===== src/rtl/e1_ts0_pkg.sv =====
package e1_ts0_pkg;
  localparam int NAT_W     = 5;
  localparam int OCTET_W   = NAT_W + 3;
  localparam int TAIL_W    = OCTET_W - 1;
  localparam logic [TAIL_W-1:0] FAS_TAIL = 7'b0011011;

  typedef enum logic {
    WORD_FAS  = 1'b0,
    WORD_NFAS = 1'b1
  } word_kind_e;
endpackage


===== src/rtl/e1_ts0_phase.sv =====
module e1_ts0_phase
  import e1_ts0_pkg::*;
(
  input  logic       clk_i,
  input  logic       rst_ni,
  input  logic       frame_start_i,
  output word_kind_e kind_o
);
  word_kind_e kind_q;

  always_ff @(posedge clk_i or negedge rst_ni) begin
    if (!rst_ni)            kind_q <= WORD_FAS;
    else if (frame_start_i) kind_q <= (kind_q == WORD_FAS) ? WORD_NFAS : WORD_FAS;
  end

  assign kind_o = kind_q;

  p_alternate_r2: assert property (@(posedge clk_i) disable iff (!rst_ni)
    frame_start_i |=> kind_q != $past(kind_q));
  p_phase_hold_r2: assert property (@(posedge clk_i) disable iff (!rst_ni)
    !frame_start_i |=> $stable(kind_q));
endmodule


===== src/rtl/e1_ts0_word.sv =====
module e1_ts0_word
  import e1_ts0_pkg::*;
#(
  parameter int NB_W = NAT_W,
  localparam int OW  = NB_W + 3
) (
  input  logic            clk_i,
  input  logic            rst_ni,
  input  logic            frame_start_i,
  input  word_kind_e      kind_i,
  input  logic            intl_bit_i,
  input  logic            rai_req_i,
  input  logic [NB_W-1:0] nat_bits_i,
  output logic [OW-1:0]   word_next_o,
  output logic [OW-1:0]   word_o,
  output logic            nfas_o
);
  logic [OW-1:0] word_q;
  logic          nfas_q;

  // [OW-1] is line bit 1, [0] is line bit 8
  always_comb begin
    if (kind_i == WORD_NFAS) word_next_o = {intl_bit_i, 1'b1, rai_req_i, nat_bits_i};
    else                     word_next_o = {intl_bit_i, FAS_TAIL};
  end

  always_ff @(posedge clk_i or negedge rst_ni) begin
    if (!rst_ni) begin
      word_q <= '0;
      nfas_q <= 1'b0;
    end else if (frame_start_i) begin
      word_q <= word_next_o;
      nfas_q <= (kind_i == WORD_NFAS);
    end
  end

  assign word_o = word_q;
  assign nfas_o = nfas_q;

  p_fas_tail_r4: assert property (@(posedge clk_i) disable iff (!rst_ni)
    frame_start_i && kind_i == WORD_FAS |=> word_o[OW-2:0] == FAS_TAIL && !nfas_o);
  p_nfas_bit2_r3: assert property (@(posedge clk_i) disable iff (!rst_ni)
    frame_start_i && kind_i == WORD_NFAS |=> word_o[OW-2] && nfas_o);
  p_nfas_rai_r6: assert property (@(posedge clk_i) disable iff (!rst_ni)
    frame_start_i && kind_i == WORD_NFAS |=> word_o[OW-3] == $past(rai_req_i));
  p_nfas_nat_r7: assert property (@(posedge clk_i) disable iff (!rst_ni)
    frame_start_i && kind_i == WORD_NFAS |=> word_o[NB_W-1:0] == $past(nat_bits_i));
  p_bit1_r5: assert property (@(posedge clk_i) disable iff (!rst_ni)
    frame_start_i |=> word_o[OW-1] == $past(intl_bit_i));
  p_hold_r8: assert property (@(posedge clk_i) disable iff (!rst_ni)
    !frame_start_i |=> $stable(word_o) && $stable(nfas_o));
endmodule


===== src/rtl/e1_ts0_serial.sv =====
module e1_ts0_serial #(
  parameter int OW = 8
) (
  input  logic          clk_i,
  input  logic          rst_ni,
  input  logic          load_i,
  input  logic [OW-1:0] load_word_i,
  input  logic          bit_en_i,
  output logic          ser_o
);
  logic [OW-1:0] sh_q;

  always_ff @(posedge clk_i or negedge rst_ni) begin
    if (!rst_ni)       sh_q <= '0;
    else if (load_i)   sh_q <= load_word_i;
    else if (bit_en_i) sh_q <= {sh_q[OW-2:0], 1'b0};
  end

  assign ser_o = sh_q[OW-1];

  p_load_first_r11: assert property (@(posedge clk_i) disable iff (!rst_ni)
    load_i |=> ser_o == $past(load_word_i[OW-1]));
  p_shift_r10: assert property (@(posedge clk_i) disable iff (!rst_ni)
    !load_i && bit_en_i |=> ser_o == $past(sh_q[OW-2]));
  p_idle_r10: assert property (@(posedge clk_i) disable iff (!rst_ni)
    !load_i && !bit_en_i |=> $stable(sh_q));
endmodule


===== src/rtl/e1_ts0_formatter.sv =====
module e1_ts0_formatter
  import e1_ts0_pkg::*;
(
  input  logic               clk_i,
  input  logic               rst_ni,
  input  logic               frame_start_i,
  input  logic               bit_en_i,
  input  logic               intl_bit_i,
  input  logic               rai_req_i,
  input  logic [NAT_W-1:0]   nat_bits_i,
  output logic [OCTET_W-1:0] ts0_word_o,
  output logic               ts0_nfas_o,
  output logic               ser_bit_o
);
  word_kind_e         kind;
  logic [OCTET_W-1:0] word_next;

  e1_ts0_phase u_phase (
    .clk_i         (clk_i),
    .rst_ni        (rst_ni),
    .frame_start_i (frame_start_i),
    .kind_o        (kind)
  );

  e1_ts0_word #(.NB_W(NAT_W)) u_word (
    .clk_i         (clk_i),
    .rst_ni        (rst_ni),
    .frame_start_i (frame_start_i),
    .kind_i        (kind),
    .intl_bit_i    (intl_bit_i),
    .rai_req_i     (rai_req_i),
    .nat_bits_i    (nat_bits_i),
    .word_next_o   (word_next),
    .word_o        (ts0_word_o),
    .nfas_o        (ts0_nfas_o)
  );

  e1_ts0_serial #(.OW(OCTET_W)) u_serial (
    .clk_i       (clk_i),
    .rst_ni      (rst_ni),
    .load_i      (frame_start_i),
    .load_word_i (word_next),
    .bit_en_i    (bit_en_i),
    .ser_o       (ser_bit_o)
  );

  p_type_follows_r2: assert property (@(posedge clk_i) disable iff (!rst_ni)
    frame_start_i |=> ts0_nfas_o != $past(ts0_nfas_o) || $past(ts0_word_o) == '0);
  p_ser_matches_word_r10: assert property (@(posedge clk_i) disable iff (!rst_ni)
    frame_start_i |=> ser_bit_o == ts0_word_o[OCTET_W-1]);
endmodule


===== config.mk =====
export PLATFORM = sky130hd
export DESIGN_NAME = e1_ts0_formatter
export DESIGN_NICKNAME = d
export VERILOG_FILES = /design/src/rtl/e1_ts0_pkg.sv /design/src/rtl/e1_ts0_phase.sv /design/src/rtl/e1_ts0_word.sv /design/src/rtl/e1_ts0_serial.sv /design/src/rtl/e1_ts0_formatter.sv
export SDC_FILE = /design/constraint.sdc
export NUM_CORES = 1
export LEC_CHECK = 0
export BUFFER_PORTS_ARGS = -buffer_cell sky130_fd_sc_hd__buf_2
export CAP_MARGIN = 15
export CORE_MARGIN = 5
export CORE_UTILIZATION = 50
export DETAILED_ROUTE_END_ITERATION = 8
export MAX_ROUTING_LAYER = met4
export PLACE_DENSITY = 0.75
export SKIP_CTS_REPAIR_TIMING = 1
export SYNTH_ARGS = -nofsm -noshare
export SYNTH_HDL_FRONTEND = slang
export SYNTH_SLANG_ARGS = --single-unit

===== constraint.sdc =====
create_clock -name clk_i -period 2.4 [get_ports clk_i]
set_input_delay 0.12 -clock clk_i [delete_from_list [all_inputs] [get_ports clk_i]]
set_output_delay 0.12 -clock clk_i [all_outputs]
set_load 0.02 [all_outputs]

==> out/qor.yml <==
global_routing:
  grt_start_max_net_pins: 23
  grt_pass1_wl_um: 2130
  grtUsageTotal_pct: 14.3
  grt_pass1_vias: 500
  gr-total-overflow: 0
  antenna_found_initial: 0
floorplanning:
  die_y_um: 47.5
  design.core.area_sq_um: 1320
  placementRows: 13
  initial_utilization_pct: 53.5
  die_area_sq_um: 2260
  die_w_um: 47.5
  io_pins: 21
placement:
  routabilityCongestion: 0.697
  portBuffers: 20
  dpl.hpwl_um: 953
  dpl.cell_count: 87
timing:
  maxSlewHeadroom_pct: 74.6
  rsz0062_at_grt: "false"
  hold_viol: 0
  skew_ns: 0.00265
  maxSlewViolCount: 0
  tightest_slew_ns: 0.381
  fmax_mhz: 976
  fin_crit_ns: 1.02
  fin_tns_setup_ns: 0
  final-setup-viol-count: 0
  post-route-period-util_pct: 42.7
yosys:
  synth-edff-count: 0
  synthArstFlopShare_pct: 100
  synth_warnings: 0
  synthTopCellsByCount: "dfrtp_1 (17), o21ai_0 (8), o22a_1 (6), mux2i_1 (5), inv_1 (4)"
  syn_inst: 56
  ys.flop_type: "dfrtp_1"
  yosysMostFrequentCell: "dfrtp_1"
  syn-cell-area_sq_um: 704
  ys_seq_area_share_pct: 60.4
  synthTopCellsByArea: "dfrtp_1 (60%), o22a_1 (7.5%), mux2i_1 (7.1%), mux2_4 (6.4%), o21ai_0 (5.7%)"
  syn_nets: 67
  yosysTopAreaCell: "dfrtp_1"
  synth.distinct_cells: 16
  synth_seq_cells: 17
  yosysTopAreaCellShare_pct: 60.4
  syn-mean-instance-area_sq_um: 12.6
critical_path:
  crit_type: "reg2reg"
  arrival_ns: 1.20
  endpoint_kind: "flop"
  cp.required_ns: 2.57
  rr_worst_depth: 2
  rr_startpoint: "u_phase.kind_o$_DFFE_PN0P_"
  crit_path_max_fanout: 8
  crit_path_start_kind: "flop"
  startpoint: "u_phase.kind_o$_DFFE_PN0P_"
finish:
  stdcell_count: 92
  nNetsFinal: 89
  area_delta_synth_final_pct: 17.9
  diodes: 0
  drive_above_1_share_pct: 33.8
pwr:
  p_leak_nw: 0.401
  intPower_mw: 0.533
  p_seq_share_pct: 51.5
  switching_power_mw: 0.269
  p_per_area_nw_per_um2: 966
  p_comb_share_pct: 30.0
  switching_share_pct: 33.5
  ir_drop_uv: 455
  p_clk_share_pct: 18.5
clock_network:
  path_clk_slew_ns: 0.10
  cts_max_path_buffers: 2
  clock_latency_ns: 0.28
  cts-root-buf: "clkbuf_4"
  cts_made_buffers: 3
  ctsHtreeMaxLevel: 1
  cts.sinks: 17
  cts_tree: "yes"
hold_path:
  holdPathStages: 3
  hp-start: "intl_bit_i"
  hold_path.class: "in2reg"
routing:
  dr.pass1.iters: 4
  ant_nets: 0
  vias: 477
  post_drt_wl_per_cell_um: 14.3
  dr.first_iter.drc_count: 11
  drt_wl_total_um: 1320
  drc: 0
  vias_per_cell: 5.18
flow_run:
  maxCapViolations: 0
outcome:
  status: "completed"
-- final cells by class --
| class | instances | area (sq um) |
|---|---|---|
| Tap cell | 15 | 18.8 |
| Fill cell | 106 | 487 |
| Clock buffer | 4 | 26.3 |
| Timing Repair Buffer | 21 | 110 |
| Inverter | 4 | 15.0 |
| Multi-Input combinational cell | 31 | 235 |
| Sequential cell | 17 | 425 |
-- path summary, 6_finish.rpt --
kind | end | slack [ns]
worst max-delay path | u_serial.sh_q[3]$_DFFE_PN0P_ | 1.38
worst min-delay path | u_serial.sh_q[7]$_DFFE_PN0P_ | 0.06
worst max register to register | u_serial.sh_q[3]$_DFFE_PN0P_ | 1.38
worst min register to register | u_word.word_o[1]$_DFFE_PN0P_ | 0.50
max in group asynchronous | u_serial.sh_q[5]$_DFFE_PN0P_ | 1.85
min in group asynchronous | u_serial.sh_q[0]$_DFFE_PN0P_ | 0.28
-- per-layer routing --
| metal | routed length [um] | vias up | track usage, % |
|---|---|---|---|
| met2 | 660 | 6 | 22.5 |
| met3 | 39 | 2 | 3.38 |
| li1 | - | 236 | - |
| met4 | 13 | 0 | 8.06 |
| met5 | 0 | - | - |
| met1 | 602 | 233 | 16.8 |
-- worst max-delay path: stages, from the launching register on --
cell and delay, ns:
dfrtp_1 0.43, nand2_1 0.21, o22a_1 0.27
-- cell usage in the layout (no fill, tap or decap), types with 2 or more instances in the layout --
| cell type | Yosys | final |
|---|---|---|
| mux2i_1 | 5 | 5 |
| clkbuf_4 | 0 | 3 |
| o21ai_0 | 8 | 8 |
| nand3_1 | 2 | 2 |
| dfrtp_1 | 17 | 17 |
| buf_2 | 2 | 20 |
| inv_1 | 4 | 4 |
| nand2_1 | 2 | 2 |
| o22a_1 | 6 | 6 |
| mux2_4 | 3 | 3 |
-- logic make-up after synthesis --
group	count (synthesis)	share of synthesized area, %
AOI/OAI and AO/OA	15	13.9
muxes	8	13.5
xor gates and xnor gates	1	1.24
and+or+nand+nor	7	4.80
buffers and inverters	8	6.22
DFF	17	60.4
-- sequential cells by signal, summed over array words and instances (netlist names) --
| signal | flops |
|---|---|
| u_phase.kind_o | 1 |
| u_word.word_o | 8 |
| u_serial.sh_q | 8 |
-- stage by stage --
step	worst slack (ns)	utilization [%]	total power, mW	area (sq um)	hold WS [ns]
after floorplan	1.51	-	0.584	704	-0.176
after global placement	1.37	60.3	0.652	795	0.0538
after detailed placement	1.31	60.3	0.662	795	0.0663
after CTS	1.38	62.3	0.813	821	-0.255
after global routing	1.34	63.1	0.853	831	0.0664
final	1.38	63.1	0.802	831	0.0601
-- power by group through the flow --
stage	clock (mW)	sequential [mW]	combinational, mW
3_5_place_dp	0	0.418	0.243
5_1_grt	0.167	0.424	0.262
2_1_floorplan	0	0.457	0.127
6_report	0.149	0.413	0.241
4_1_cts	0.156	0.413	0.243
3_3_place_gp	0	0.416	0.236
No activity file was read; power rests on OpenSTA's default activity.
